### config.mk
export PLATFORM = sky130hd
export DESIGN_NAME = vlm_seq
export DESIGN_NICKNAME = d
export VERILOG_FILES = /design/src/rtl/vlm_pkg.sv /design/src/rtl/vlm_strip_ctrl.sv /design/src/rtl/vlm_mask_bank.sv /design/src/rtl/vlm_issue_gate.sv /design/src/rtl/vlm_seq.sv
export SDC_FILE = /design/constraint.sdc
export NUM_CORES = 1
export LEC_CHECK = 0
export ABC_AREA = 0
export BUFFER_PORTS_ARGS = -buffer_cell sky130_fd_sc_hd__buf_2
export CAP_MARGIN = 20
export CORE_MARGIN = 2
export CORE_UTILIZATION = 55
export CTS_BUF_LIST = sky130_fd_sc_hd__clkbuf_8
export CTS_CLUSTER_SIZE = 40
export DETAILED_ROUTE_END_ITERATION = 6
export GPL_ROUTABILITY_DRIVEN = 0
export PLACE_DENSITY = 0.72
export SYNTH_ARGS = -nofsm -noshare
export SYNTH_HDL_FRONTEND = slang
export SYNTH_SLANG_ARGS = --single-unit
### constraint.sdc
create_clock -name clk -period 3.3 [get_ports clk]
set_clock_uncertainty 0.2 [all_clocks]
set_input_delay 0.33 -clock clk [delete_from_list [all_inputs] [get_ports clk]]
set_output_delay 0.33 -clock clk [all_outputs]
set_load 0.02 [all_outputs]
### src/rtl/vlm_pkg.sv
package vlm_pkg;

  typedef enum logic [1:0] {
    OP_PLAIN  = 2'b00,
    OP_CMPSET = 2'b01,
    OP_GATED  = 2'b10,
    OP_ALT    = 2'b11
  } vlm_op_e;

  typedef enum logic [1:0] {
    ST_IDLE,
    ST_WARM,
    ST_RUN,
    ST_FIN
  } vlm_state_e;

  // length of the leading partial strip
  function automatic logic [31:0] head_len(input logic [31:0] total, input logic [31:0] mvl);
    return total % mvl;
  endfunction

  // number of full strips that follow the leading one
  function automatic logic [31:0] body_strips(input logic [31:0] total, input logic [31:0] mvl);
    return total / mvl;
  endfunction

  // writeback decision for one element
  function automatic logic wb_decide(input vlm_op_e op, input logic valid, input logic mbit);
    logic r;
    case (op)
      OP_CMPSET: r = 1'b0;
      OP_GATED:  r = valid & mbit;
      default:   r = valid;
    endcase
    return r;
  endfunction

endpackage

### src/rtl/vlm_strip_ctrl.sv
module vlm_strip_ctrl
  import vlm_pkg::*;
#(
  parameter int MVL   = 64,
  parameter int N_W   = 16,
  parameter int LAT   = 3,
  parameter int IDX_W = $clog2(MVL),
  parameter int VL_W  = $clog2(MVL + 1)
) (
  input  logic             clk,
  input  logic             rst_n,
  input  logic             start_i,
  input  logic [N_W-1:0]   n_i,
  input  vlm_op_e          op_i,
  output logic             run_o,
  output logic [IDX_W-1:0] idx_o,
  output logic [N_W-1:0]   base_o,
  output logic [VL_W-1:0]  vlen_o,
  output logic             done_o,
  output logic             busy_o,
  output logic             strip_last_o,
  output vlm_op_e          op_o
);

  localparam int LAT_W = (LAT > 1) ? $clog2(LAT) : 1;
  localparam logic [VL_W-1:0] MVL_VL = VL_W'(MVL);
  localparam logic [LAT_W-1:0] WARM_INIT = LAT_W'(LAT - 1);

  vlm_state_e       state_q;
  logic [LAT_W-1:0] warm_q;
  logic [IDX_W-1:0] idx_q;
  logic [VL_W-1:0]  vlen_q;
  logic [N_W-1:0]   base_q;
  logic [N_W-1:0]   left_q;
  logic [VL_W-1:0]  head_q;
  logic [N_W-1:0]   body_q;
  vlm_op_e          op_q;

  logic [VL_W-1:0]  head_w;
  logic [N_W-1:0]   body_w;
  logic             strip_last;
  logic             accept;

  assign head_w     = VL_W'(head_len(32'(n_i), 32'(MVL)));
  assign body_w     = N_W'(body_strips(32'(n_i), 32'(MVL)));
  assign strip_last = ({1'b0, idx_q} == (vlen_q - VL_W'(1)));
  assign accept     = (state_q == ST_IDLE) && start_i;

  always_ff @(posedge clk or negedge rst_n) begin
    if (!rst_n) begin
      state_q <= ST_IDLE;
      warm_q  <= '0;
      idx_q   <= '0;
      vlen_q  <= '0;
      base_q  <= '0;
      left_q  <= '0;
      head_q  <= '0;
      body_q  <= '0;
      op_q    <= OP_PLAIN;
    end else begin
      case (state_q)
        ST_IDLE: begin
          if (accept) begin
            head_q  <= head_w;
            body_q  <= body_w;
            op_q    <= op_i;
            warm_q  <= WARM_INIT;
            state_q <= ST_WARM;
          end
        end
        ST_WARM: begin
          if (warm_q == '0) begin
            idx_q  <= '0;
            base_q <= '0;
            if (head_q == '0 && body_q == '0) begin
              state_q <= ST_FIN;
            end else if (head_q != '0) begin
              vlen_q  <= head_q;
              left_q  <= body_q;
              state_q <= ST_RUN;
            end else begin
              vlen_q  <= MVL_VL;
              left_q  <= body_q - N_W'(1);
              state_q <= ST_RUN;
            end
          end else begin
            warm_q <= warm_q - LAT_W'(1);
          end
        end
        ST_RUN: begin
          if (strip_last) begin
            if (left_q == '0) begin
              state_q <= ST_FIN;
            end else begin
              base_q <= base_q + N_W'(vlen_q);
              vlen_q <= MVL_VL;
              left_q <= left_q - N_W'(1);
              idx_q  <= '0;
            end
          end else begin
            idx_q <= idx_q + IDX_W'(1);
          end
        end
        default: state_q <= ST_IDLE;
      endcase
    end
  end

  assign run_o        = (state_q == ST_RUN);
  assign idx_o        = idx_q;
  assign base_o       = base_q;
  assign vlen_o       = vlen_q;
  assign done_o       = (state_q == ST_FIN);
  assign busy_o       = (state_q != ST_IDLE);
  assign strip_last_o = run_o && strip_last;
  assign op_o         = op_q;

endmodule

### src/rtl/vlm_mask_bank.sv
module vlm_mask_bank #(
  parameter int MVL   = 64,
  parameter int IDX_W = $clog2(MVL)
) (
  input  logic             clk,
  input  logic             rst_n,
  input  logic             wr_i,
  input  logic [IDX_W-1:0] idx_i,
  input  logic             bit_i,
  output logic             bit_o
);

  logic [MVL-1:0] bits_q;

  for (genvar g = 0; g < MVL; g++) begin : g_bit
    always_ff @(posedge clk or negedge rst_n) begin
      if (!rst_n) begin
        bits_q[g] <= 1'b1;
      end else if (wr_i && (idx_i == IDX_W'(g))) begin
        bits_q[g] <= bit_i;
      end
    end
  end

  assign bit_o = bits_q[idx_i];

endmodule

### src/rtl/vlm_issue_gate.sv
module vlm_issue_gate
  import vlm_pkg::*;
(
  input  vlm_op_e op_i,
  input  logic    valid_i,
  input  logic    mask_bit_i,
  output logic    wb_en_o,
  output logic    mask_wr_o
);

  always_comb begin
    wb_en_o   = wb_decide(op_i, valid_i, mask_bit_i);
    mask_wr_o = valid_i && (op_i == OP_CMPSET);
  end

endmodule

### src/rtl/vlm_seq.sv
module vlm_seq
  import vlm_pkg::*;
#(
  parameter int MVL = 64,
  parameter int N_W = 16,
  parameter int LAT = 3,
  localparam int IDX_W = $clog2(MVL),
  localparam int VL_W  = $clog2(MVL + 1)
) (
  input  logic             clk,
  input  logic             rst_n,
  input  logic             start,
  input  logic [N_W-1:0]   n_len,
  input  logic [1:0]       op_sel,
  input  logic             cmp_ne,
  output logic [IDX_W-1:0] elem_idx,
  output logic [N_W-1:0]   strip_base,
  output logic [VL_W-1:0]  vlen,
  output logic             elem_valid,
  output logic             wb_en,
  output logic             mask_wr,
  output logic             done,
  output logic             busy
);

  vlm_op_e op_run;
  logic    strip_last;
  logic    mask_bit;

  vlm_strip_ctrl #(
    .MVL(MVL), .N_W(N_W), .LAT(LAT), .IDX_W(IDX_W), .VL_W(VL_W)
  ) u_ctrl (
    .clk          (clk),
    .rst_n        (rst_n),
    .start_i      (start),
    .n_i          (n_len),
    .op_i         (vlm_op_e'(op_sel)),
    .run_o        (elem_valid),
    .idx_o        (elem_idx),
    .base_o       (strip_base),
    .vlen_o       (vlen),
    .done_o       (done),
    .busy_o       (busy),
    .strip_last_o (strip_last),
    .op_o         (op_run)
  );

  vlm_mask_bank #(.MVL(MVL), .IDX_W(IDX_W)) u_mask (
    .clk   (clk),
    .rst_n (rst_n),
    .wr_i  (mask_wr),
    .idx_i (elem_idx),
    .bit_i (cmp_ne),
    .bit_o (mask_bit)
  );

  vlm_issue_gate u_gate (
    .op_i       (op_run),
    .valid_i    (elem_valid),
    .mask_bit_i (mask_bit),
    .wb_en_o    (wb_en),
    .mask_wr_o  (mask_wr)
  );

endmodule

==> results.ini, run 1 <==
[run_status]
status=complete, but fails checks
violations=design-rule violations

[layout]
fillers=1032
multiInputGateArea_sq_mm=0.00394
area_delta_synth_final_pct=15.9
layout.nets=834
layout-drive-gt1-share_pct=37.6
seqCellArea_sq_mm=0.00336
diodes=0
fin_util_pct=65.7

[global_route]
grt_max_degree=65
grt.overflow.total=0
grt_first_pass_wirelength_um=30300
grtUsageTotal_pct=26.6
antenna_found_initial=0
first_global_vias=6023

[synth]
synth_common_cells=nor2_1 (100), mux2_2 (84), dfrtp_1 (67)
synth.most_common_cell=nor2_1
synth-seq-cells=131
syn-cell-area_sq_mm=0.00754
ys_types=71
yosysTopAreaCell=dfstp_2
yosysTopAreaCellShare_pct=22.3
ys.flop_type=dfrtp_1
syn_nets=752
synth-edff-count=0
synth_area_leaders=dfstp_2 (22%), dfrtp_1 (22%), mux2_2 (13%), nor2_1 (5.0%), mux4_2 (4.8%)
syn-instance-count=706
async_reset_ff_share_pct=100
ys_seq_area_share_pct=44.5
yosysWarnings=0
synth_area_per_cell_sq_um=10.7

[setup_path]
cp.depth=9
crit_top_cell=a21oi_2
worstPathArrival_ns=2.71
cp-startpoint=u_ctrl.idx_o[0]
rr_worst_depth=9
timing.rr.start=u_ctrl.vlen_o[1]
r2r_setup_slack_ns=0.23
cp-endpoint=wb_en
worst_setup_path_end_kind=output pin
path_delay_family=compound AO/OA/AOI/OAI gates
start_kind=flip-flop
worstSetupPathType=flip-flop to output pin
slowest_delay_ns=0.50
worst_ep_required_time_ns=2.77
cp.buffers_inverters=2
slowest_stage=mux4_2
r2r_end=u_ctrl.left_q[0]
critPathMaxFanout=6
critical_path.cell_chain=buf_12 -> mux4_2 -> a22oi_1 -> nand2_1 -> a211oi_2 -> a21oi_2 -> a21oi_2 -> nor2_1 -> buf_2

[timing]
timing_hold_violations_final=0
worst_pin_slew_ns=0.929
slew_headroom_pct=38.0
setup_slack_ns=0.0586
hold_slack_ns=0.0865
slew_violations=0
setup_tns_ns=0
max_freq_mhz=309
min_period_ns=3.24
fin_crit_sh_pct=98.2
setup_viol=0

[clock_tree]
cts_max_path_buffers=2
cts_buffers=17
ctsHtreeMaxLevel=4
clkSinkCount=131
clk_pin_slew_ns=0.08
clk_latency_ns=0.46
tritoncts=built
cts_root_buf=clkbuf_8

[routing]
num_vias=5946
ant_nets=0
drt_first_iter_violations=578
wl_per_cell_um=19.3
wl_um=18900
drc=1
routed_via_density=6.09
first_pass_iters=7

[die]
die_x_um=121
die_h_um=121
die_area_sq_mm=0.0147
rows=42
start_util_pct=56.7
coreArea_sq_mm=0.0133
ios=56

[placed_design]
portBuffers=55
pre_cts_ws_ns=0.266
hpwl_um=12500

[min_path]
holdPathStages=3
hp-start=start
holdCritPathClass=primary input to flip-flop

[job]
drv_cap=0

[power]
peakVddDrop_uv=366
leakage_uw=0.00375
powerDensity_mw_per_mm2=795

==> metal layers <==
| layer | vias to the layer above | global-route usage [%] | part of all wire [%] |
|---|---|---|---|
| met1 | 3021 | 32.9 | 41 |
| met4 | 0 | 7.49 | 1.2 |
| met3 | 27 | 6.30 | 4.9 |
| li1 | 2706 | - | - |
| met2 | 192 | 46.6 | 53 |
| met5 | - | 0 | 0 |
==> state kept, by name (all words and copies together), names as in the netlist <==
register        cells
u_ctrl.idx_o        6
u_ctrl.vlen_o       7
u_ctrl.state_q      2
u_ctrl.op_o         2
u_ctrl.body_q      10
u_mask.bits_q      64
u_ctrl.warm_q       2
u_ctrl.left_q      16
u_ctrl.base_o      16
u_ctrl.head_q       6
==> power breakdown <==
| group | internal [uW] | total, uW | switching [uW] |
|---|---|---|---|
| Clock | 751 | 1390 | 640 |
| Combinational | 1330 | 3220 | 1900 |
| Sequential | 1950 | 2340 | 389 |
==> cell usage in the layout (no fill, tap or decap), types with 8 or more instances in the layout <==
cell type      instances
nand3_1               16
clkbuf_8              18
dfrtp_1               66
or3_1                 15
nand2b_1              11
nor3_1                16
mux4_2                16
buf_4                 21
inv_1                 28
nor4_1                10
nor2_1               100
dlygate4sd3_1         19
nand4_1               10
mux2_2                84
nand2_1               51
xor2_1                12
a22o_1                 8
o21ai_0               16
buf_2                 54
dfstp_2               64
ha_1                  23
a21oi_1               21
==> worst min path at each step <==
stage                              to  slack (ns)
floorplan            u_ctrl.base_o[0]       -0.17
global placement     u_ctrl.base_o[3]        0.22
detailed placement  u_ctrl.base_o[13]        0.23
CTS                  u_ctrl.warm_q[1]        0.06
global route         u_ctrl.warm_q[1]         0.1
finish               u_ctrl.warm_q[1]        0.09
==> cell families (layout without fill, tap and decap cells) <==
family	Yosys count	count (layout)	synth area share (%)
flip-flops	131	131	44.5
AO/OA/AOI/OAI	104	104	10.1
XOR/XNOR	19	19	2.21
adder cells (fa/ha/maj)	24	24	4.08
multiplexers	106	106	18.3
AND/OR/NAND/NOR	261	261	17.3
buffers and inverters	61	155	3.53
==> timing repair <==
action	4_1_cts	5_1_grt
cloned	1	1
pin swaps	0	2
endpoints found under the hold margin	67	0
gates resized for setup	2	7
hold buffers	19	0
buffers inserted	0	2
endpoints found under the setup margin	1	1
==> per-stage QoR <==
step           power [uW]  instances  cell area [sq um]
2_1_floorplan        4520        706               7540
3_3_place_gp         5230        922               8050
3_5_place_dp         5360        922               8050
4_1_cts              6820        973               8670
5_1_grt              7340        976               8740
6_report             6950        976               8740
==> cell type report <==
| class | count | area share [%] |
|---|---|---|
| clock buffer | 18 | 2.83 |
| clock inverter | 13 | 1.65 |
| inverter | 25 | 1.07 |
| multi-input combinational | 514 | 45.1 |
| sequential | 131 | 38.4 |
| tap | 176 | 2.52 |
| timing repair buffer | 99 | 8.36 |
==> worst register-to-register path, stage by stage, from the launching register on <==
cell	delay (ns)
dfrtp_1	0.38
inv_1	0.10
ha_1	0.20
or4b_4	0.49
a211oi_2	0.26
o31ai_2	0.15
nor4_4	0.34
a21o_1	0.39
nand2_4	0.14
a211o_1	0.32
(Power assumes the default switching activity.)
==> run 2: changes to the inputs <==
--- a/config.mk
+++ b/config.mk
@@ -10,7 +10,6 @@
 export CAP_MARGIN = 20
 export CORE_MARGIN = 2
 export CORE_UTILIZATION = 55
-export CTS_BUF_LIST = sky130_fd_sc_hd__clkbuf_8
 export CTS_CLUSTER_SIZE = 40
 export DETAILED_ROUTE_END_ITERATION = 6
 export GPL_ROUTABILITY_DRIVEN = 0
==> run 2 against run 1 <==
Global-route usage grew 0.68 points. Hold slack gained 0.039 ns. The run now ends clean. Critical path type unchanged. Critical endpoint unchanged. Clock-buffer cell count grew 6. Cell count shrank 0.10%. Design area grew 1.5%. Combinational power shrank 2%.
==> results.ini, run 2 (synthesis results as in run 1) <==
[routing]
num_vias=5967
wl_um=18900
ant_nets=0
drt_first_iter_violations=658
wl_per_cell_um=19.4
first_pass_iters=5
routed_via_density=6.12
drc=0

[die]
rows=42
start_util_pct=56.7
coreArea_sq_mm=0.0133
die_x_um=121
die_h_um=121
die_area_sq_mm=0.0147
ios=56

[placed_design]
portBuffers=55
place_area_sq_mm=0.00805
hpwl_um=12500

[timing]
setup_tns_ns=0
slew_violations=0
setup_viol=0
timing_hold_violations_final=0
slew_headroom_pct=36.9
worst_pin_slew_ns=0.946
fin_crit_sh_pct=97.9
min_period_ns=3.23
max_freq_mhz=310

[power]
pwr-share-comb_pct=43.0
pwr-share-seq_pct=31.8
leakage_uw=0.00380
p_sw_uw=2950
p_int_uw=4390
p_sw_share_pct=40.2
powerDensity_mw_per_mm2=828
peakVddDrop_uv=493
clock_power_share_pct=25.2

[run_status]
status=finished clean

[setup_path]
cp-startpoint=u_ctrl.idx_o[0]
r2r_end=u_ctrl.left_q[9]
worst_ep_required_time_ns=2.77
cp-endpoint=wb_en
worstPathArrival_ns=2.70
critPathMaxFanout=11
start_kind=flip-flop
rr_worst_depth=10
timing.rr.start=u_ctrl.vlen_o[1]
r2r_setup_slack_ns=0.23
worst_setup_path_end_kind=output pin
worstSetupPathType=flip-flop to output pin

[layout]
layout-drive-gt1-share_pct=37.0
design_area_sq_mm=0.00887
largest_reg_flops=64
fillers=999
mostFrequentLayoutCells=nor2_1 (100), mux2_2 (84), dfrtp_1 (66)
area_delta_synth_final_pct=17.6
final_common_cell=nor2_1
layout.nets=832
top_register=u_mask.bits_q

[clock_tree]
cts_buffers=17
tritoncts=built
ctsHtreeMaxLevel=4
clkSinkCount=131
cts_root_buf=clkbuf_16
cts_max_path_buffers=2
clk_latency_ns=0.43
clk_pin_slew_ns=0.06

[global_route]
grt_max_degree=65
grt_first_pass_wirelength_um=30900
grtUsageTotal_pct=27.3
first_global_vias=6070
grt.overflow.total=0
antenna_found_initial=1

[min_path]
holdCritPathClass=primary input to flip-flop
holdPathStages=3

[job]
drv_cap=0

-- run 2: changes by cell type in the layout (fill, tap and decap cells not counted), sizes merged --
cell | previous run | this run
clkbuf | 19 | 24
inv | 30 | 26
buf | 79 | 77
bufbuf | 0 | 1
diode | 0 | 1
bufinv | 3 | 1
-- run 2: layer usage --
metal | up-vias | GRT usage [%] | wire length, um
met5 | - | 0 | 0
met4 | 0 | 10.6 | 506
met3 | 52 | 6.11 | 1110
met2 | 234 | 47.6 | 9930
met1 | 2977 | 32.9 | 7380
li1 | 2704 | - | -
-- run 2: worst max-delay path, cell delays in order (launching register included) --
cell,delay [ns]
dfrtp_2,0.42
buf_12,0.18
mux4_2,0.52
a22oi_1,0.26
a21oi_1,0.12
a211oi_2,0.23
a21oi_1,0.10
a21oi_1,0.19
nor2_1,0.07
buf_2,0.16
-- run 2: power by group through the flow --
stage                     clock network (uW)  registers [uW]  logic, uW
final                                   1850            2330       3160
after global routing                    1950            2370       3430
after CTS                               1870            2320       3110
after detailed placement                   0            2330       3030
after global placement                     0            2310       2920
after floorplan                            0            2320       2200
-- run 2: final cells by class --
| type | instances | area (sq um) | area share (%) |
|---|---|---|---|
| multi-input cells | 514 | 3930 | 44.3 |
| well taps | 176 | 220 | 2.48 |
| diodes | 1 | 2.50 | 0.0282 |
| repair buffers | 97 | 691 | 7.79 |
| clock buffers | 24 | 504 | 5.69 |
| flip-flops and latches | 131 | 3360 | 37.9 |
| clock inverters | 7 | 68.8 | 0.776 |
| inverters | 25 | 93.8 | 1.06 |
-- run 2: repair_timing --
item | in CTS | in global routing
hold buffers | 19 | 0
resized for setup | 1 | 3
setup endpoints to repair | 1 | 1
cloned | 1 | 0
hold endpoints to repair | 67 | 0
buffers inserted | 0 | 1
pin swaps | 0 | 1
-- run 2: worst min path at each step --
stage                     startpoint                end  slack (ns)
after floorplan                rst_n   u_ctrl.base_o[0]       -0.17
after global placement         rst_n   u_ctrl.base_o[3]        0.22
after detailed placement       rst_n  u_ctrl.base_o[13]        0.23
after CTS                      start   u_ctrl.warm_q[1]        0.12
after global routing           start   u_ctrl.warm_q[1]        0.16
final                          start   u_ctrl.warm_q[1]        0.13
-- run 2: through the flow --
step / setup WS, ns / total power, uW / cells / utilization (%) / hold WS [ns]
floorplan: 0.361 / 4520 / 706 / - / -0.166
global placement: 0.312 / 5230 / 922 / 60.5 / 0.222
detailed placement: 0.266 / 5360 / 922 / 60.5 / 0.234
CTS: 0.0267 / 7290 / 973 / 66.5 / 0.117
global route: -0.00270 / 7760 / 975 / 66.7 / 0.155
finish: 0.0706 / 7340 / 975 / 66.7 / 0.126
==> run 3: changes to the inputs <==
--- a/config.mk
+++ b/config.mk
@@ -8,7 +8,7 @@
 export ABC_AREA = 0
 export BUFFER_PORTS_ARGS = -buffer_cell sky130_fd_sc_hd__buf_2
 export CAP_MARGIN = 20
-export CORE_MARGIN = 2
+export CORE_MARGIN = 8
 export CORE_UTILIZATION = 55
 export CTS_CLUSTER_SIZE = 40
 export DETAILED_ROUTE_END_ITERATION = 6
==> run 3 against run 2 <==
Wire length up 3.1%. Hold slack better by 0.012 ns. First-iteration DRC count fell by 18%. Largest cell class unchanged. Worst setup slack improved by 0.017 ns.
==> results.ini, run 3 (synthesis results as in run 1) <==
[clock_tree]
clk_pin_slew_ns=0.05
tritoncts=built
cts_root_buf=clkbuf_16
cts_buffers=17
ctsHtreeMaxLevel=4
clk_latency_ns=0.42
cts_max_path_buffers=2
clkSinkCount=131

[layout]
design_area_sq_mm=0.00894
final_common_cell=nor2_1
largest_reg_flops=64
layout-drive-gt1-share_pct=37.5
multiInputGateArea_sq_mm=0.00394
seqCellArea_sq_mm=0.00336
top_register=u_mask.bits_q
layout.nets=842
mostFrequentLayoutCells=nor2_1 (100), mux2_2 (84), dfrtp_1 (67)
area_delta_synth_final_pct=18.5
fin_util_pct=67.2
fillers=973

[placed_design]
pre_cts_ws_ns=-0.0585
portBuffers=55
place_area_sq_mm=0.00810
hpwl_um=13100

[timing]
timing_hold_violations_final=0
worst_pin_slew_ns=0.933
fin_crit_sh_pct=97.3
min_period_ns=3.21
setup_slack_ns=0.0881
max_freq_mhz=311
slew_headroom_pct=37.8
slew_violations=0
setup_viol=0
rsz0062_at_grt=false

[setup_path]
slowest_stage=mux4_2
slowest_delay_ns=0.54
worstPathArrival_ns=2.68
worstSetupPathType=flip-flop to output pin
crit_top_cell=a21oi_1
start_kind=flip-flop
path_delay_family=compound AO/OA/AOI/OAI gates
cp.buffers_inverters=2
worst_ep_required_time_ns=2.77
critical_path.cell_chain=buf_4 -> mux4_2 -> a22oi_1 -> a21oi_1 -> a211oi_1 -> a21oi_1 -> a21oi_1 -> nor2_1 -> buf_2
worst_setup_path_end_kind=output pin
critPathMaxFanout=7

[die]
die_area_sq_mm=0.0177
die_x_um=133
ios=56
die_h_um=133
coreArea_sq_mm=0.0133
start_util_pct=56.7
rows=42

[run_status]
status=finished clean

[global_route]
grt_first_pass_wirelength_um=31800
antenna_found_initial=0
grt.overflow.total=0
first_global_vias=6205
grt_max_degree=132
grtUsageTotal_pct=22.4

[routing]
wl_per_cell_um=19.8
drt_first_iter_violations=538
routed_via_density=6.04
num_vias=5951
drc=0
ant_nets=0
first_pass_iters=7
wl_um=19500

[job]
drv_cap=0

[power]
leakage_uw=0.00383
peakVddDrop_uv=414
powerDensity_mw_per_mm2=841

[min_path]
holdCritPathClass=primary input to flip-flop

-- run 3: area by class of cell --
cell class / instances / area share, %
multi-input cells: 515 / 44.1
flip-flops and latches: 131 / 37.6
repair buffers: 106 / 8.20
clock buffers: 22 / 5.08
well taps: 176 / 2.46
clock inverters: 10 / 1.48
inverters: 25 / 1.05
diodes: 1 / 0.0280
-- run 3: what timing repair did --
action | in CTS | in global routing
pin swaps | 0 | 3
hold buffers | 19 | 0
buffers inserted | 0 | 2
cloned | 0 | 1
resized for setup | 1 | 6
endpoints found under the setup margin | 4 | 26
endpoints found under the hold margin | 85 | 0
-- run 3: report_power, final --
group | internal (uW) | total (uW) | switching [uW]
Sequential | 1950 | 2340 | 387
Combinational | 1350 | 3280 | 1930
Clock | 1200 | 1900 | 698
Total | 4500 | 7520 | 3010
-- run 3: worst paths after layout --
path                                   from          endpoint  slack, ns  cells after the start
max                         u_ctrl.idx_o[0]             wb_en       0.09                      9
min                                   start  u_ctrl.warm_q[1]       0.14                      3
max reg2reg                u_ctrl.vlen_o[1]  u_ctrl.left_q[8]       0.21                     10
min reg2reg                u_ctrl.base_o[0]  u_ctrl.base_o[0]       0.31                      2
max in group asynchronous             rst_n  u_ctrl.left_q[0]       2.01                      3
min in group asynchronous             rst_n  u_ctrl.base_o[6]       0.34                      3
-- run 3: tightest hold or removal path: stages --
cell and delay (ns):
buf_2 0.14, a22o_1 0.16, a221oi_1 0.08
-- run 3: per-stage QoR --
| step | std cells | total power (uW) | hold WS, ns | setup TNS, ns |
|---|---|---|---|---|
| after floorplan | 706 | 4520 | -0.166 | 0 |
| after global placement | 931 | 5330 | 0.270 | 0 |
| after detailed placement | 931 | 5480 | 0.300 | -0.132 |
| after CTS | 982 | 7430 | 0.110 | 0 |
| after global routing | 985 | 7940 | 0.136 | 0 |
| final | 986 | 7520 | 0.138 | 0 |
-- run 3: metal layers --
layer | vias to the layer above | part of all wire, % | track usage [%]
li1 | 2725 | - | -
met1 | 2976 | 40 | 25.0
met2 | 197 | 51 | 38.4
met3 | 53 | 5.0 | 5.72
met4 | 0 | 3.7 | 12.6
met5 | - | 0 | 0
